### src/rtl/scl_tap_pkg.sv
// Package: shared constants and per-path properties for the tap selector.
// Assumes four filter paths in a fixed order used for generate indexing.
package scl_tap_pkg;

    localparam int NUM_PATHS = 4;

    typedef enum logic [1:0] {
        PATH_LUMA_H   = 2'd0,
        PATH_LUMA_V   = 2'd1,
        PATH_CHROMA_H = 2'd2,
        PATH_CHROMA_V = 2'd3
    } path_e;

    // Default tap count applied when the request is zero
    function automatic int default_taps(input int path);
        return (path == int'(PATH_LUMA_H) || path == int'(PATH_LUMA_V)) ? 4 : 2;
    endfunction

    // Whether a path only runs 1 or an even number of taps
    function automatic bit even_only(input int path);
        return path == int'(PATH_CHROMA_H);
    endfunction

endpackage

### src/rtl/scl_tap_path.sv
// Module: per-path tap and ratio resolution, purely combinational.
// Order: saturate request, substitute default, enforce evenness (if the
// path requires it), clamp a 4.0 ratio, then apply the identity shortcut
// to the clamped ratio. Assumes FRAC_W >= 19 and INT_W >= 3.
module scl_tap_path #(
    parameter int PATH     = 0,
    parameter int REQ_W    = 4,
    parameter int MAX_TAPS = 8,
    parameter int INT_W    = 3,
    parameter int FRAC_W   = 32,
    localparam int TAP_W   = $clog2(MAX_TAPS + 1),
    localparam int RATIO_W = INT_W + FRAC_W
) (
    input  logic [REQ_W-1:0]   req_taps,
    input  logic [RATIO_W-1:0] ratio,
    input  logic               always_scale,
    output logic [TAP_W-1:0]   taps,
    output logic [RATIO_W-1:0] ratio_adj
);
    import scl_tap_pkg::*;

    localparam int                 ID_FRAC  = 19;
    localparam int                 ID_W     = 2 + ID_FRAC;
    localparam int                 ID_LSB   = FRAC_W - ID_FRAC;
    localparam logic [ID_W-1:0]    ID_ONE   = ID_W'(1) << ID_FRAC;
    localparam logic [RATIO_W-1:0] FOUR_R   = RATIO_W'(4) << FRAC_W;
    localparam logic [TAP_W-1:0]   DEF_T    = TAP_W'(default_taps(PATH));
    localparam logic [TAP_W-1:0]   MAX_T    = TAP_W'(MAX_TAPS);
    localparam bit                 EVEN_REQ = even_only(PATH);

    logic [TAP_W-1:0] sat_taps;
    logic [TAP_W-1:0] dflt_taps;
    logic [TAP_W-1:0] even_taps;
    logic [ID_W-1:0]  id_field;
    logic             is_identity;

    // Saturate an over-range request to the path maximum
    always_comb begin
        if (req_taps > REQ_W'(MAX_TAPS)) sat_taps = MAX_T;
        else                             sat_taps = TAP_W'(req_taps);
    end

    // Substitute the per-path default for a zero request
    always_comb begin
        dflt_taps = (sat_taps == '0) ? DEF_T : sat_taps;
    end

    // Evenness rule: one of two variants picked by the path
    generate
        if (EVEN_REQ) begin : g_even
            always_comb begin
                if (dflt_taps[0] && dflt_taps != TAP_W'(1))
                    even_taps = dflt_taps - TAP_W'(1);
                else
                    even_taps = dflt_taps;
            end
        end else begin : g_any
            always_comb begin
                even_taps = dflt_taps;
            end
        end
    endgenerate

    // Clamp an exact 4.0 ratio to one LSB below
    always_comb begin
        ratio_adj = (ratio == FOUR_R) ? (ratio - RATIO_W'(1)) : ratio;
    end

    // Identity test on the truncated 2.19 view of the clamped ratio
    always_comb begin
        id_field    = ratio_adj[ID_LSB +: ID_W];
        is_identity = (id_field == ID_ONE) && !always_scale;
        taps        = is_identity ? TAP_W'(1) : even_taps;
    end

endmodule

### src/rtl/scl_tap_gate.sv
// Module: accept/reject decision for a scaler configuration.
// Rejects half-float input on fixed-only hardware when both luma ratios
// scale, and oversized downscale sources when a ceiling is configured.
module scl_tap_gate #(
    parameter int INT_W    = 3,
    parameter int FRAC_W   = 32,
    parameter int WIDTH_W  = 14,
    localparam int RATIO_W = INT_W + FRAC_W
) (
    input  logic               src_half_float,
    input  logic               fixed_only,
    input  logic [RATIO_W-1:0] ratio_h,
    input  logic [RATIO_W-1:0] ratio_v,
    input  logic [WIDTH_W-1:0] vp_width,
    input  logic [WIDTH_W-1:0] active_width,
    input  logic [WIDTH_W-1:0] max_ds_width,
    output logic               accept
);
    localparam logic [RATIO_W-1:0] ONE_R = RATIO_W'(1) << FRAC_W;

    logic fmt_reject;
    logic width_reject;

    // Half-float on fixed-point-only hardware with scaling in both axes
    always_comb begin
        fmt_reject = src_half_float && fixed_only &&
                     (ratio_h != ONE_R) && (ratio_v != ONE_R);
    end

    // Downscale source wider than the configured ceiling
    always_comb begin
        width_reject = (vp_width > active_width) && (max_ds_width != '0) &&
                       (vp_width > max_ds_width);
    end

    // Combined verdict
    always_comb begin
        accept = !(fmt_reject || width_reject);
    end

endmodule

### src/rtl/scl_tap_sel.sv
// Module: top of the scaler tap selector. Resolves four paths in parallel,
// gates them with the accept decision and registers the result one cycle
// after in_valid. Assumes in_valid inputs are stable in their cycle.
module scl_tap_sel #(
    parameter int REQ_W    = 4,
    parameter int MAX_TAPS = 8,
    parameter int INT_W    = 3,
    parameter int FRAC_W   = 32,
    parameter int WIDTH_W  = 14,
    localparam int TAP_W   = $clog2(MAX_TAPS + 1),
    localparam int RATIO_W = INT_W + FRAC_W
) (
    input  logic               clk,
    input  logic               rst_n,
    input  logic               in_valid,
    input  logic [REQ_W-1:0]   req_taps_lh,
    input  logic [REQ_W-1:0]   req_taps_lv,
    input  logic [REQ_W-1:0]   req_taps_ch,
    input  logic [REQ_W-1:0]   req_taps_cv,
    input  logic [RATIO_W-1:0] ratio_lh,
    input  logic [RATIO_W-1:0] ratio_lv,
    input  logic [RATIO_W-1:0] ratio_ch,
    input  logic [RATIO_W-1:0] ratio_cv,
    input  logic               src_half_float,
    input  logic               fixed_only,
    input  logic               always_scale,
    input  logic [WIDTH_W-1:0] vp_width,
    input  logic [WIDTH_W-1:0] active_width,
    input  logic [WIDTH_W-1:0] max_ds_width,
    output logic               out_valid,
    output logic               out_accept,
    output logic [TAP_W-1:0]   taps_lh,
    output logic [TAP_W-1:0]   taps_lv,
    output logic [TAP_W-1:0]   taps_ch,
    output logic [TAP_W-1:0]   taps_cv,
    output logic [RATIO_W-1:0] out_ratio_lh,
    output logic [RATIO_W-1:0] out_ratio_lv,
    output logic [RATIO_W-1:0] out_ratio_ch,
    output logic [RATIO_W-1:0] out_ratio_cv
);
    import scl_tap_pkg::*;

    logic [REQ_W-1:0]   req_a   [NUM_PATHS];
    logic [RATIO_W-1:0] ratio_a [NUM_PATHS];
    logic [TAP_W-1:0]   taps_a  [NUM_PATHS];
    logic [RATIO_W-1:0] adj_a   [NUM_PATHS];
    logic [TAP_W-1:0]   taps_q  [NUM_PATHS];
    logic [RATIO_W-1:0] ratio_q [NUM_PATHS];
    logic               accept_c;
    logic               valid_q;
    logic               accept_q;

    // Gather per-path inputs into arrays in path order
    always_comb begin
        req_a[PATH_LUMA_H]     = req_taps_lh;
        req_a[PATH_LUMA_V]     = req_taps_lv;
        req_a[PATH_CHROMA_H]   = req_taps_ch;
        req_a[PATH_CHROMA_V]   = req_taps_cv;
        ratio_a[PATH_LUMA_H]   = ratio_lh;
        ratio_a[PATH_LUMA_V]   = ratio_lv;
        ratio_a[PATH_CHROMA_H] = ratio_ch;
        ratio_a[PATH_CHROMA_V] = ratio_cv;
    end

    generate
        for (genvar p = 0; p < NUM_PATHS; p++) begin : g_path
            scl_tap_path #(
                .PATH     (p),
                .REQ_W    (REQ_W),
                .MAX_TAPS (MAX_TAPS),
                .INT_W    (INT_W),
                .FRAC_W   (FRAC_W)
            ) path_i (
                .req_taps     (req_a[p]),
                .ratio        (ratio_a[p]),
                .always_scale (always_scale),
                .taps         (taps_a[p]),
                .ratio_adj    (adj_a[p])
            );

            // Capture this path's decision; rejected configs zero taps
            always_ff @(posedge clk) begin
                if (!rst_n) begin
                    taps_q[p]  <= '0;
                    ratio_q[p] <= '0;
                end else if (in_valid) begin
                    taps_q[p]  <= accept_c ? taps_a[p] : '0;
                    ratio_q[p] <= accept_c ? adj_a[p] : ratio_a[p];
                end
            end
        end
    endgenerate

    scl_tap_gate #(
        .INT_W   (INT_W),
        .FRAC_W  (FRAC_W),
        .WIDTH_W (WIDTH_W)
    ) gate_i (
        .src_half_float (src_half_float),
        .fixed_only     (fixed_only),
        .ratio_h        (ratio_lh),
        .ratio_v        (ratio_lv),
        .vp_width       (vp_width),
        .active_width   (active_width),
        .max_ds_width   (max_ds_width),
        .accept         (accept_c)
    );

    // Valid pulse and registered verdict
    always_ff @(posedge clk) begin
        if (!rst_n) begin
            valid_q  <= 1'b0;
            accept_q <= 1'b0;
        end else begin
            valid_q <= in_valid;
            if (in_valid) accept_q <= accept_c;
        end
    end

    // Drive the ports from the registered state
    always_comb begin
        out_valid    = valid_q;
        out_accept   = accept_q;
        taps_lh      = taps_q[PATH_LUMA_H];
        taps_lv      = taps_q[PATH_LUMA_V];
        taps_ch      = taps_q[PATH_CHROMA_H];
        taps_cv      = taps_q[PATH_CHROMA_V];
        out_ratio_lh = ratio_q[PATH_LUMA_H];
        out_ratio_lv = ratio_q[PATH_LUMA_V];
        out_ratio_ch = ratio_q[PATH_CHROMA_H];
        out_ratio_cv = ratio_q[PATH_CHROMA_V];
    end

endmodule

### config.mk
export PLATFORM = sky130hd
export DESIGN_NAME = scl_tap_sel
export DESIGN_NICKNAME = d
export VERILOG_FILES = /design/src/rtl/scl_tap_pkg.sv /design/src/rtl/scl_tap_path.sv /design/src/rtl/scl_tap_gate.sv /design/src/rtl/scl_tap_sel.sv
export SDC_FILE = /design/constraint.sdc
export NUM_CORES = 1
export LEC_CHECK = 0
export BUFFER_PORTS_ARGS = -buffer_cell sky130_fd_sc_hd__buf_2
export CELL_PAD_IN_SITES_DETAIL_PLACEMENT = 0
export CELL_PAD_IN_SITES_GLOBAL_PLACEMENT = 1
export CORE_MARGIN = 2
export CORE_UTILIZATION = 32
export DETAILED_ROUTE_END_ITERATION = 10
export PLACE_DENSITY_LB_ADDON = 0.1
export REMOVE_ABC_BUFFERS = 1
export SLEW_MARGIN = 20
export SYNTH_ARGS = -nofsm -noshare
export SYNTH_HDL_FRONTEND = slang
export SYNTH_SLANG_ARGS = --single-unit
### constraint.sdc
create_clock -name clk -period 4.98 [get_ports clk]
set_clock_uncertainty 0.2 [all_clocks]
set_input_delay 0.249 -clock clk [delete_from_list [all_inputs] [get_ports clk]]
set_output_delay 0.249 -clock clk [all_outputs]
set_load 0.01 [all_outputs]
# == Yosys cells after proc, flatten, opt, wreduce, memory -nomap -nowiden ==
# Memory sizes are Yosys's and may differ from the RTL's.
# Cells that the tools add are included.
# totals
reg_bits,2
latch_bits,0
ramBits,156
rom_bits,0
in_bits,204
out_inout_bits,158
elab_cells,89
mem_count,2
# mem_list
memory,depth,width,read_ports,rd_ports_with_merged_regs,write_ports,line,source
ratio_q,4,35,4,0,4,scl_tap_sel.sv:48,logic [RATIO_W-1:0] ratio_q [NUM_PATHS];
taps_q,4,4,4,0,4,scl_tap_sel.sv:47,logic [TAP_W-1:0] taps_q [NUM_PATHS];
# op_classes
add_sub_neg,5
multipliers,0
n_div,0
n_lt_le_gt_ge,6
n_eq_ne,11
shifts,0
n_mux,37
bitwise,8
n_reduce_logical,18
# ops
operator,n
$mux 35,12
$eq 35x35->1 const B,4
$sub 35x1->35 const B,4
$eq 21x20->1 const B,4
$mux 4,21
$ne 35x33->1 const B,2
$gt 14x14->1,2
$gt 4x4->1 const B,4
$logic_not 4->1,4
$reduce_bool 14->1,1
$logic_and 1x1->1,10
$or 1x1->1,8
$mux 1,4
$ne 4x1->1 const B,1
$sub 4x1->4 const B,1
$logic_not 1->1,2
$logic_or 1x1->1,1

# == Depth between registers and ports, before layout ==
# logic_depth
word_depth,10
mapped_depth,13
depth_no_buf,9

# == Modules after synthesis ==
# A second synthesis with hierarchy kept.
# unflattened
hier_cells,879
area_unflattened_um2,9694.3
# by_module_without_submodules
mod,n_inst,cells_each,area_each_um2,seq_area_each_um2
scl_tap_sel,1,492,7018.0,4724.5
scl_tap_gate,1,132,898.4,0.0
scl_tap_path at g_path[0].path_i ...,2,63,446.7,0.0
scl_tap_path at g_path[3].path_i,1,63,445.4,0.0
scl_tap_path at g_path[2].path_i,1,66,439.2,0.0

# == Worst setup path after synthesis ==
# Ideal clock, no wire load.
# synth_timing
path_type,input to register
startpoint,in in_valid
endpoint,mem ratio_q[0][0] (netlist name) (enable)
setup_time_ns,0.544
t_arrival_ns,4.017
slack_ns,0.219
cell_stages,1
path_buffers,0
path_cell_list,nand2b_1
# synth_rtl
element,line,source
"start, declared",scl_tap_sel.sv:15,"input logic in_valid,"
"end, declared",scl_tap_sel.sv:48,

==> summary.txt <==
status -> completed
wire length per cell -> 16.98 um
WHS -> 17.79 ps
Initial DRC Count -> 316
Hold Path Origin -> req_taps_lv[1]
post_cts resized -> 0
Finished Core Util -> 50.11%
number of synthesized flops with an enable pin -> 156
clock root cell -> clkbuf_16
Post-Route WL -> 25.12 mm
clk slew on worst S/H paths -> 70 ps
max_cap viols -> 0
post-route cell area -> 11800 um^2
Synth Warn # -> 0
FFs w/ async S/R, synth -> 0%
fraction of layout cells with a size suffix above 1 -> 35.87%
All-Layer GR Usage -> 20.07%
Critical Path Source Type -> input port
RR Startpoint -> out_accept
placed cell area -> 9787 um^2
via count -> 6859
number of buffers inserted by hold repair at cts -> 143
Placed Cells incl. Taps -> 1301
Tot Pwr -> 3.450 mW
Mapped Area -> 7684 um^2
first-pass GRT wire length -> 39.95 mm
Starting Density -> 32.64%
final cell count without fillers -> 1479
Nets -> 1382
Lkg Pwr -> 5.608 nW
vias in the first global route -> 7332
pre-CTS setup slack -> 1349 ps
input/output buffers -> 361
worst setup margin -> 1250 ps
unrepaired setup endpoints after global routing -> false
WS Path Type -> in2reg
clk_lat worst skew -> 420 ps
setup TNS -> 0 ps
CP arrival -> 3680 ps
chip width -> 159.0 um
worst hold stages -> 2
CTS tree -> yes
pwr/cell area -> 292.4 nW/um^2
Yosys top cell area share -> 60.97%
fmax -> 268.1 MHz
drt first pass iters -> 4
Synth Register Bits -> 158
pin count of the biggest net entering global routing -> 60
post-synth top area cell -> edfxtp_1
Fillers -> 2184
Clock Path Buffers -> 2
synthesized instance count -> 645
endpoint required time on the critical path -> 4930 ps
sequential element share of the synthesized area -> 61.49%
Worst Setup End Kind -> register
Tmin final -> 3730 ps
P&R area growth vs syn -> 53.54%
clk sinks -> 158
DIE AREA -> 25270 um^2
reg2reg path depth -> 2
period utilization -> 74.90%
FP Rows -> 56
Slew HR -> 35.37%
final hold violation count -> 0
Avg Inst Size Synth -> 11.91 um^2
maximum VDD drop -> 0.2075 mV
synth unique cells -> 47
total grt overflow -> 0
H-Tree Depth -> 4
Routability Congestion -> 0.8545
dominant cells by area after synthesis -> edfxtp_1 61%, ha_1 5.5%, o21a_1 4.9%
Most used DFF post-synth -> edfxtp_1
io pins -> 362
DIE HEIGHT -> 159.0 um
CTS Buf Count -> 17
post-CTS setup buffer count -> 0
Reg2Reg Setup Slack -> 4200 ps
Vias/cell -> 4.638
DRC Markers -> 0
hpwl dp -> 18.08 mm
terminus of the critical flop-to-flop path -> out_accept
worst min-delay path category -> in2reg
worst slew pin tran -> 969.5 ps
core footprint -> 23540 um^2
CP Max Fanout -> 17
Final ANT Viol Nets -> 0
initial antenna violation count -> 3
Worst Hold End -> taps_q[1][1]
final setup fails -> 0
Max Slew Vio Count -> 0
[layout by cell type, fill, tap and decap left out, types with 2 or more instances in the layout]
cell type	instances
nor3b_1	5
nor4b_1	10
nand4b_1	2
clkbuf_16	17
buf_2	361
and4_1	4
nor2_1	92
and3_1	7
and3b_1	4
a221oi_4	2
inv_8	6
a211oi_1	4
o21a_1	50
edfxtp_1	156
dlygate4sd3_1	143
a21o_1	22
dfxtp_1	2
o21ai_0	4
nor3_1	9
or4_1	8
clkinvlp_4	2
a31oi_1	3
nor2b_1	3
nand3_1	11
xnor2_1	3
diode_2	3
inv_1	42
nand2_1	76
a21oi_1	10
buf_4	6
inv_6	5
nor4_1	25
nand4_1	6
ha_1	34
nor4_2	2
[synth_stat cells, types with 6 or more instances]
master and instances:
nand2_1 77, clkbuf_1 19, inv_1 43, and3_1 7, a21o_1 22, o21a_1 50
nand4_1 6, edfxtp_1 156, nor2_1 92, a21oi_1 10, nand3_1 11, or4_1 8
nor3_1 9, nor4_1 25, nor4b_1 10, ha_1 34
[report_power, final]
part	leakage (nW)	switching (mW)	internal (mW)
Clock	0.277	0.628	0.669
Sequential	1.69	0.0244	1.57
Combinational	3.64	0.290	0.264
Total	5.61	0.943	2.51
[layout make-up]
type	instances	area (um^2)	area share (%)
Clock buffer	17	425.4	3.606
Tap cell	319	399.1	3.383
Sequential cell	158	4725	40.05
Timing Repair Buffer	510	3283	27.83
Multi-Input combinational cell	414	2648	22.44
Antenna cell	3	7.507	0.06363
Clock inverter	15	146.4	1.241
Inverter	43	163.9	1.389
[cell families (layout without fill, tap and decap cells)]
family / Yosys count / after routing / synth area share, %
adder cells (fa/ha/maj): 34 / 34 / 5.537
buffers and inverters: 73 / 585 / 4.185
other: 0 / 3 / 0
AO/OA/AOI/OAI: 102 / 102 / 10.23
AND/OR/NAND/NOR: 275 / 275 / 18.22
XOR/XNOR: 3 / 3 / 0.3420
flip-flops: 158 / 158 / 61.49
[worst max-delay path by stage]
stage                 start        endpoint  slack, ps  depth (start not counted)
6_report       ratio_lh[19]  ratio_q[1][34]       1250                          9
5_1_grt        ratio_lh[18]  ratio_q[1][34]       1070                          9
4_1_cts        ratio_lh[19]  ratio_q[1][34]       1260                          9
3_5_place_dp   ratio_lh[19]  ratio_q[1][34]       1350                          8
3_3_place_gp   ratio_lh[18]  ratio_q[1][34]       1400                          8
2_1_floorplan      in_valid   ratio_q[0][0]        220                          1
[worst max-delay path, stage by stage]
cell and delay [ps]:
dlygate4sd3_1 530, buf_2 130, or4_4 520, nor4_2 430, nand3_1 180, or3_4 440
nand2_1 370, and3_1 740, nor2_1 70
[routing by layer]
| metal | up-vias | global-route usage [%] | share of wire (%) |
|---|---|---|---|
| li1 | 3374 | - | - |
| met2 | 266 | 33.13 | 47 |
| met3 | 30 | 6.721 | 7.7 |
| met5 | - | 0 | 0 |
| met1 | 3189 | 24.98 | 43 |
| met4 | 0 | 6.322 | 2.1 |
[state kept, by name, summed over array words and instances, names as in the netlist]
register	count
out_accept	1
ratio_q	140
taps_q	16
out_valid	1
(Power assumes the default switching activity.)
